**config.mk**
```make
export PLATFORM = sky130hd
export DESIGN_NAME = enc_counter_bank
export DESIGN_NICKNAME = d
export VERILOG_FILES = /design/src/rtl/encbank_pkg.sv /design/src/rtl/enc_sync.sv /design/src/rtl/enc_quad_fsm.sv /design/src/rtl/enc_channel.sv /design/src/rtl/enc_counter_bank.sv
export SDC_FILE = /design/constraint.sdc
export NUM_CORES = 1
export LEC_CHECK = 0
export BUFFER_PORTS_ARGS = -buffer_cell sky130_fd_sc_hd__buf_4
export CAP_MARGIN = 10
export CORE_MARGIN = 3
export CORE_UTILIZATION = 30
export CTS_CLUSTER_SIZE = 25
export DETAILED_ROUTE_END_ITERATION = 12
export HOLD_SLACK_MARGIN = 0.03
export PLACE_DENSITY = 0.43
export SKIP_LAST_GASP = 1
export SYNTH_ARGS = -nofsm -noshare
export SYNTH_HDL_FRONTEND = slang
export SYNTH_SLANG_ARGS = --single-unit
```
**constraint.sdc**
```tcl
create_clock -name clk -period 13.77 [get_ports clk]
set_input_delay 0.6885 -clock clk [delete_from_list [all_inputs] [get_ports clk]]
set_output_delay 0.6885 -clock clk [all_outputs]
set_load 0.005 [all_outputs]
```
**src/rtl/encbank_pkg.sv**
```systemverilog
package encbank_pkg;

    // Quadrature decoder phase, encoded as the sampled {A,B} pair
    typedef enum logic [1:0] {
        PH_00 = 2'b00,
        PH_01 = 2'b01,
        PH_10 = 2'b10,
        PH_11 = 2'b11
    } quad_ph_e;

    // Classification of one new sample against the current phase
    typedef enum logic [1:0] {
        MV_HOLD,
        MV_FWD,
        MV_REV,
        MV_SKIP
    } quad_mv_e;

    localparam int unsigned ADDR_CFG  = 0;
    localparam int unsigned ADDR_CMD  = 1;
    localparam int unsigned ADDR_LAT0 = 2;

endpackage

```
**src/rtl/enc_sync.sv**
```systemverilog
module enc_sync #(
    parameter int W = 12
) (
    input  logic         clk,
    input  logic         rst_n,
    input  logic [W-1:0] d_in,
    output logic [W-1:0] d_out
);

    logic [W-1:0] meta_q;
    logic [W-1:0] sync_q;

    always_ff @(posedge clk or negedge rst_n) begin
        if (!rst_n) begin
            meta_q <= '0;
            sync_q <= '0;
        end else begin
            meta_q <= d_in;
            sync_q <= meta_q;
        end
    end

    assign d_out = sync_q;

endmodule

```
**src/rtl/enc_quad_fsm.sv**
```systemverilog
module enc_quad_fsm
    import encbank_pkg::*;
(
    input  logic clk,
    input  logic rst_n,
    input  logic a_s,
    input  logic b_s,
    output logic fwd,
    output logic rev,
    output logic skip
);

    quad_ph_e   state_q;
    quad_mv_e   move;
    logic [1:0] smp;

    assign smp = {a_s, b_s};

    // State register: always follows the latest sample
    always_ff @(posedge clk or negedge rst_n) begin
        if (!rst_n) begin
            state_q <= PH_00;
        end else begin
            state_q <= quad_ph_e'(smp);
        end
    end

    // Move classification and outputs
    always_comb begin
        move = MV_HOLD;
        unique case (state_q)
            PH_00: begin
                case (smp)
                    2'b10:   move = MV_FWD;
                    2'b01:   move = MV_REV;
                    2'b11:   move = MV_SKIP;
                    default: move = MV_HOLD;
                endcase
            end
            PH_10: begin
                case (smp)
                    2'b11:   move = MV_FWD;
                    2'b00:   move = MV_REV;
                    2'b01:   move = MV_SKIP;
                    default: move = MV_HOLD;
                endcase
            end
            PH_11: begin
                case (smp)
                    2'b01:   move = MV_FWD;
                    2'b10:   move = MV_REV;
                    2'b00:   move = MV_SKIP;
                    default: move = MV_HOLD;
                endcase
            end
            PH_01: begin
                case (smp)
                    2'b00:   move = MV_FWD;
                    2'b11:   move = MV_REV;
                    2'b10:   move = MV_SKIP;
                    default: move = MV_HOLD;
                endcase
            end
        endcase
        fwd  = (move == MV_FWD);
        rev  = (move == MV_REV);
        skip = (move == MV_SKIP);
    end

endmodule

```
**src/rtl/enc_channel.sv**
```systemverilog
module enc_channel #(
    parameter int CW = 32
) (
    input  logic          clk,
    input  logic          rst_n,
    input  logic          a_s,
    input  logic          b_s,
    input  logic          x_s,
    input  logic          mode_cd,
    input  logic          cnt_en,
    input  logic          xcap_en,
    input  logic          clr,
    input  logic          snap,
    input  logic          err_clr,
    output logic [CW-1:0] cnt,
    output logic [CW-1:0] lat,
    output logic          err
);

    logic          q_fwd;
    logic          q_rev;
    logic          q_skip;
    logic          a_prev_q;
    logic          x_prev_q;
    logic          cd_rise;
    logic          x_rise;
    logic          step_up;
    logic          step_dn;
    logic [CW-1:0] cnt_q;
    logic [CW-1:0] lat_q;
    logic          err_q;

    enc_quad_fsm u_quad (
        .clk   (clk),
        .rst_n (rst_n),
        .a_s   (a_s),
        .b_s   (b_s),
        .fwd   (q_fwd),
        .rev   (q_rev),
        .skip  (q_skip)
    );

    always_ff @(posedge clk or negedge rst_n) begin
        if (!rst_n) begin
            a_prev_q <= 1'b0;
            x_prev_q <= 1'b0;
        end else begin
            a_prev_q <= a_s;
            x_prev_q <= x_s;
        end
    end

    assign cd_rise = a_s & ~a_prev_q;
    assign x_rise  = x_s & ~x_prev_q;

    always_comb begin
        if (mode_cd) begin
            step_up = cnt_en & cd_rise & b_s;
            step_dn = cnt_en & cd_rise & ~b_s;
        end else begin
            step_up = cnt_en & q_fwd;
            step_dn = cnt_en & q_rev;
        end
    end

    // Count register: clear has priority over a step
    always_ff @(posedge clk or negedge rst_n) begin
        if (!rst_n) begin
            cnt_q <= '0;
        end else if (clr) begin
            cnt_q <= '0;
        end else if (step_up) begin
            cnt_q <= cnt_q + CW'(1);
        end else if (step_dn) begin
            cnt_q <= cnt_q - CW'(1);
        end
    end

    // Snapshot register: takes the pre-step value
    always_ff @(posedge clk or negedge rst_n) begin
        if (!rst_n) begin
            lat_q <= '0;
        end else if (snap || (xcap_en && x_rise)) begin
            lat_q <= cnt_q;
        end
    end

    // Sticky decode error: a new error wins over a clear
    always_ff @(posedge clk or negedge rst_n) begin
        if (!rst_n) begin
            err_q <= 1'b0;
        end else if (!mode_cd && q_skip) begin
            err_q <= 1'b1;
        end else if (err_clr) begin
            err_q <= 1'b0;
        end
    end

    assign cnt = cnt_q;
    assign lat = lat_q;
    assign err = err_q;

endmodule

```
**src/rtl/enc_counter_bank.sv**
```systemverilog
module enc_counter_bank
    import encbank_pkg::*;
#(
    parameter  int NCH = 4,
    parameter  int CW  = 32,
    localparam int AW  = $clog2(NCH + 2),
    localparam int CFW = 3 * NCH
) (
    input  logic           clk,
    input  logic           rst_n,
    input  logic [NCH-1:0] enc_a,
    input  logic [NCH-1:0] enc_b,
    input  logic [NCH-1:0] ext_cap,
    input  logic           host_we,
    input  logic [AW-1:0]  host_addr,
    input  logic [CW-1:0]  host_wdata,
    output logic [CW-1:0]  host_rdata
);

    localparam int OFS_EN   = NCH;
    localparam int OFS_XC   = 2 * NCH;
    localparam int BIT_ALL  = 2 * NCH;
    localparam int OFS_ECLR = 2 * NCH + 1;

    logic [CFW-1:0] pins_s;
    logic [NCH-1:0] a_s;
    logic [NCH-1:0] b_s;
    logic [NCH-1:0] x_s;
    logic [CFW-1:0] cfg_q;
    logic           cmd_hit;
    logic [NCH-1:0] clr_v;
    logic [NCH-1:0] lat_v;
    logic [NCH-1:0] errclr_v;
    logic [NCH-1:0] err_w;
    logic [CW-1:0]  cnt_w [NCH];
    logic [CW-1:0]  lat_w [NCH];

    enc_sync #(.W(CFW)) u_sync (
        .clk   (clk),
        .rst_n (rst_n),
        .d_in  ({ext_cap, enc_b, enc_a}),
        .d_out (pins_s)
    );

    assign a_s = pins_s[NCH-1:0];
    assign b_s = pins_s[2*NCH-1:NCH];
    assign x_s = pins_s[3*NCH-1:2*NCH];

    // Configuration register
    always_ff @(posedge clk or negedge rst_n) begin
        if (!rst_n) begin
            cfg_q <= '0;
        end else if (host_we && host_addr == AW'(ADDR_CFG)) begin
            cfg_q <= host_wdata[CFW-1:0];
        end
    end

    // Command strobes act on the write edge itself
    assign cmd_hit = host_we && (host_addr == AW'(ADDR_CMD));

    always_comb begin
        clr_v    = '0;
        lat_v    = '0;
        errclr_v = '0;
        if (cmd_hit) begin
            clr_v    = host_wdata[NCH-1:0];
            lat_v    = host_wdata[OFS_EN +: NCH] | {NCH{host_wdata[BIT_ALL]}};
            errclr_v = host_wdata[OFS_ECLR +: NCH];
        end
    end

    for (genvar g = 0; g < NCH; g++) begin : g_ch
        enc_channel #(.CW(CW)) u_ch (
            .clk     (clk),
            .rst_n   (rst_n),
            .a_s     (a_s[g]),
            .b_s     (b_s[g]),
            .x_s     (x_s[g]),
            .mode_cd (cfg_q[g]),
            .cnt_en  (cfg_q[OFS_EN + g]),
            .xcap_en (cfg_q[OFS_XC + g]),
            .clr     (clr_v[g]),
            .snap    (lat_v[g]),
            .err_clr (errclr_v[g]),
            .cnt     (cnt_w[g]),
            .lat     (lat_w[g]),
            .err     (err_w[g])
        );
    end

    // Read multiplexer
    always_comb begin
        host_rdata = '0;
        if (host_addr == AW'(ADDR_CFG)) begin
            host_rdata = CW'(cfg_q);
        end else if (host_addr == AW'(ADDR_CMD)) begin
            host_rdata = CW'(err_w);
        end else begin
            for (int i = 0; i < NCH; i++) begin
                if (host_addr == AW'(ADDR_LAT0 + i)) begin
                    host_rdata = lat_w[i];
                end
            end
        end
    end

endmodule

```
==> reports/results.env <==
STATUS='finished, final reports clean'
CTSHTREEMAXLEVEL=2
INTERNAL-POWER_mW=3.28
GLOBALROUTEOVERFLOWTOTAL=0
PIN_COUNT=82
START_UTIL_PCT=30.6
POST_LAYOUT_NONFILLER_INSTANCES=2863
FINALNETCOUNT=2170
GRT_ANTENNA_BEFORE_REPAIR=0
P_COMB_SHARE_PCT=52.4
TRITONCTS='built'
CLOCK_INSERTION_DELAY_WORST_SKEW_PS=570
CLOCK-SKEW-FINAL_PS=22.4
CTS_RESIZED=0
POWER.STATIC_LEAKAGE_nW=9.67
NUMBER_OF_SETUP_VIOLATIONS_IN_THE_FINAL_REPORT=0
GRT_MAX_DEGREE=112
CP_NUM_BUF_INV=3
WORST_SETUP_PATH_ENDPOINT='g_ch[1].u_ch.cnt[30]'
FMAX_MHz=231
FINAL_PERIOD_UTILIZATION_PCT=31.4
GP_CONGESTION=0.811
SYNTH-EDFF-COUNT=0
CRITICAL-PATH-SLOWEST-CELL='dfrtp_1'
CRITPATHLAUNCHTYPE='flop'
AVERAGE_WIRE_LENGTH_PER_CELL_AFTER_DETAIL_ROUTING_UM=19.2
FP.DIEH_UM=258
WIRE_LENGTH_OF_THE_FIRST_GLOBAL_ROUTING_PASS_UM=86400
DETAILED_ROUTED_WIRE_LENGTH_ON_MET2_UM=24000
WP_DATA_REQUIRED_PS=14210
TOTALPOWERFINAL_mW=5.64
SYNTH_FP_NETS=2128
SYNTH.TOP_CELLS.BY_AREA='dfrtp_1, mux2_2, ha_1, a21oi_1, mux2i_1'
DETAILEDPLACEMENTHPWL_UM=39100
POWER.DENSITY_nW_PER_UM2=259
PLACED_CELL_AREA_UM2=20400
MAXIMUM_VDD_DROP_V=0.0000878
SYNTH_FF_TYPE='dfrtp_1'
PORTION_OF_TOTAL_POWER_ATTRIBUTED_TO_SEQUENTIAL_CELLS_PCT=28.3
DRV.MAX_CAP_VIOLATION_COUNT=0
WIRELENGTH_MET1_UM=27500
CTS_POST_SETUP_BUFFERS_INSERTED=0
FRACTION_OF_FINAL_LAYOUT_CELLS_SIZED_BEYOND_DRIVE_STRENGTH_1_PCT=16.1
TRACK_USAGE_PCT=16.4
CTS_SINKS=308
PLACE.PORT_BUFFERS=62
PART_OF_THE_YOSYS_AREA_USED_FOR_SEQUENTIAL_ELEMENTS_PCT=40.5
CRIT_ARRIVAL_PS=4760
REG2REG_FROM='u_sync.d_out[5]'
NUMCTSBUFFERS=40
CRIT_START='u_sync.d_out[5]'
AVGVIACOUNTPERCELL=5.14
GRT_PASS1_VIAS=14500
YS_SEQ_ELEMENTS=308
ROWS=91
SYNTH_AREA_UM2=19000
WORSTREGTOREGCELLS=18
SWSHARE_PCT=41.8
CRIT-REG2REG-CAPTURE='g_ch[1].u_ch.cnt[30]'
CTSROOTBUFFERMASTER='clkbuf_16'
DRT-INITIAL-DRC-COUNT=794
AREAGROWTHSYNTHTOFINISH_PCT=14.2
UNIQUE_MASTERS_POST_SYNTH=79
TIMING.FINAL.WS_SETUP_PS=9440
FP.DIEAREA_UM2=66500
DP_CELLS=2791
SYN_AVG_CELL_AREA_UM2=9.73
DR_WL_MET3_UM=1770
FINALHOLDVIOLCOUNT=0
CTS_HOLD_BUF=0
CLKSLEWWORSTSETUPHOLDPATHS_PS=60
WORSTPATHCELLLIST='xor2_1, nor3_1, a31oi_1, nor2b_1, buf_4, inv_1, buf_4, ha_1, nor2b_1, o31a_1, o21ai_1, nand3_1, a211oi_2, a21oi_1, o211a_1, a2111o_1, o21ai_1, nor2_1'
SYNTHARSTFLOPSHARE_PCT=100
WORST_PATH_LARGEST_CELL_DELAY_PS=440
TOP_LAYER_USED='met4'
SYNTHESIS.YOSYS.WARNINGS=0
HOLD_PATH.CLASS='input port to asynchronous set/reset pin'
DRT_PASS1_ITERATIONS=4
FIN_WORST_HOLD_SLACK_PS=184
CRITICAL_PATH_MAXIMUM_FANOUT=31
DETAILROUTE.VIA_COUNT=14700
CORE-AREA_UM2=62200
SYNTH_LARGEST_AREA_CELL='dfrtp_1'
P_CLK_SHARE_PCT=19.3
DRT_WL_TOTAL_UM=54900
NET_LOAD_SWITCHING_POWER_mW=2.35
LAYOUT_MIN_CYCLE_TIME_PS=4330
RSZ0062_AT_GRT='no'
FINAL-MAX-SLEW-VIOLATION-COUNT=0
SUM_NEG_SETUP_SLACK_PS=0
YOSYSTOPAREACELLSHARE_PCT=40.5
ANT_NETS=0
SYN-INSTANCE-COUNT=1954
DP_WORST_SETUP_SLACK_PS=9390
MAXIMUM_COUNT_OF_CLOCK_BUFFERS_ALONG_A_SINGLE_PATH=3
REMAINING_DRC_ERRORS=0
FINAL_DESIGN_AREA_NO_FILL_UM2=21700
TIMING.CRITICAL_PATH.DEPTH=18
MAX_SLEW_MARGIN_PCT=21.3
FINISH.UTILIZATION_PCT=34.9
CRIT_TYPE='flop to flop'
TIGHTESTPINTRANSITION_PS=1180
CRITICAL_PATH.ENDPOINT_TYPE='flop'
CPLARGESTDELAYFAMILY='compound AO/OA/AOI/OAI gates'
R2R_SETUP_SLACK_PS=9440
WIDTH_OF_THE_DIE_UM=258
## power by group through the flow
stage / Clock (mW) / Combinational (mW) / Sequential [mW]
2_1_floorplan: 0 / 2.33 / 1.47
3_5_place_dp: 0 / 2.93 / 1.62
4_1_cts: 1.12 / 2.96 / 1.60
3_3_place_gp: 0 / 2.93 / 1.61
5_1_grt: 1.16 / 3.32 / 1.65
6_report: 1.09 / 2.95 / 1.60
## cells in the final DEF (no fill, tap or decap), types with 7 or more instances in the layout
master and count:
inv_1 41, mux2_2 148, buf_4 87, clkbuf_8 7, a31oi_1 11, o21a_1 29, nand3_1 26, xnor2_1 75
nor3_1 33, a21o_1 62, dfrtp_1 308, nand2b_1 11, o21ai_1 9, nand4_1 18, xor2_1 40, ha_1 120
o22ai_1 32, mux2i_1 72, o21bai_1 21, o211ai_1 7, nor4_1 10, nor2_1 190, o21ai_0 69, clkbuf_1 10
a22oi_1 10, o31ai_1 9, a21oi_1 193, clkbuf_16 41, nand2_1 151, nor2b_1 22, and2_1 13, a211oi_1 20
or3_1 8, and3_1 12
## Yosys cell counts, drive strengths merged, types with 40 or more instances
| library cell | number |
|---|---|
| a21o | 64 |
| a21oi | 194 |
| clkbuf | 55 |
| dfrtp | 308 |
| ha | 120 |
| inv | 41 |
| mux2 | 148 |
| mux2i | 72 |
| nand2 | 152 |
| nor2 | 190 |
| o21ai | 82 |
| xnor2 | 75 |
| xor2 | 40 |
## per-layer routing
layer,track usage (%),vias up
li1,-,7200
met1,23.8,7208
met2,25.0,226
met3,2.34,86
met4,5.26,0
met5,0,-
## logic make-up (layout without fill, tap and decap cells)
kind of cell,after synthesis,after routing,synth area share (%)
mux,221,221,12.7
simple gates,520,520,12.5
fa+ha+maj,124,124,8.32
compound gates,537,537,17.9
buf+inv,129,200,2.76
flops,308,308,40.5
other cells,0,1,0
xor+xnor,115,115,5.30
## sequential cells by signal, indices dropped and copies added (netlist names), 12 cells and up
signal / count
cfg_q: 12
g_ch.u_ch.cnt: 128
g_ch.u_ch.lat: 128
u_sync.d_out: 12
u_sync.meta_q: 12
## how the worst min path moves through the flow
stage	from	end
floorplan	u_sync.meta_q[0]	u_sync.d_out[0]
global placement	u_sync.meta_q[3]	u_sync.d_out[3]
detailed placement	u_sync.meta_q[4]	u_sync.d_out[4]
CTS	enc_a[1]	u_sync.meta_q[1]
global route	enc_a[0]	u_sync.meta_q[0]
finish	rst_n	g_ch[1].u_ch.cnt[20]
## area by class of cell
class	instances	area (um2)
antenna	1	2.50
clock buffer	58	1160
clock inverter	13	183
fill	6398	40400
inverter	41	154
multi-input combinational	1517	10800
sequential	308	7710
tap	837	1050
timing repair buffer	88	668
(Power assumes the default switching activity.)
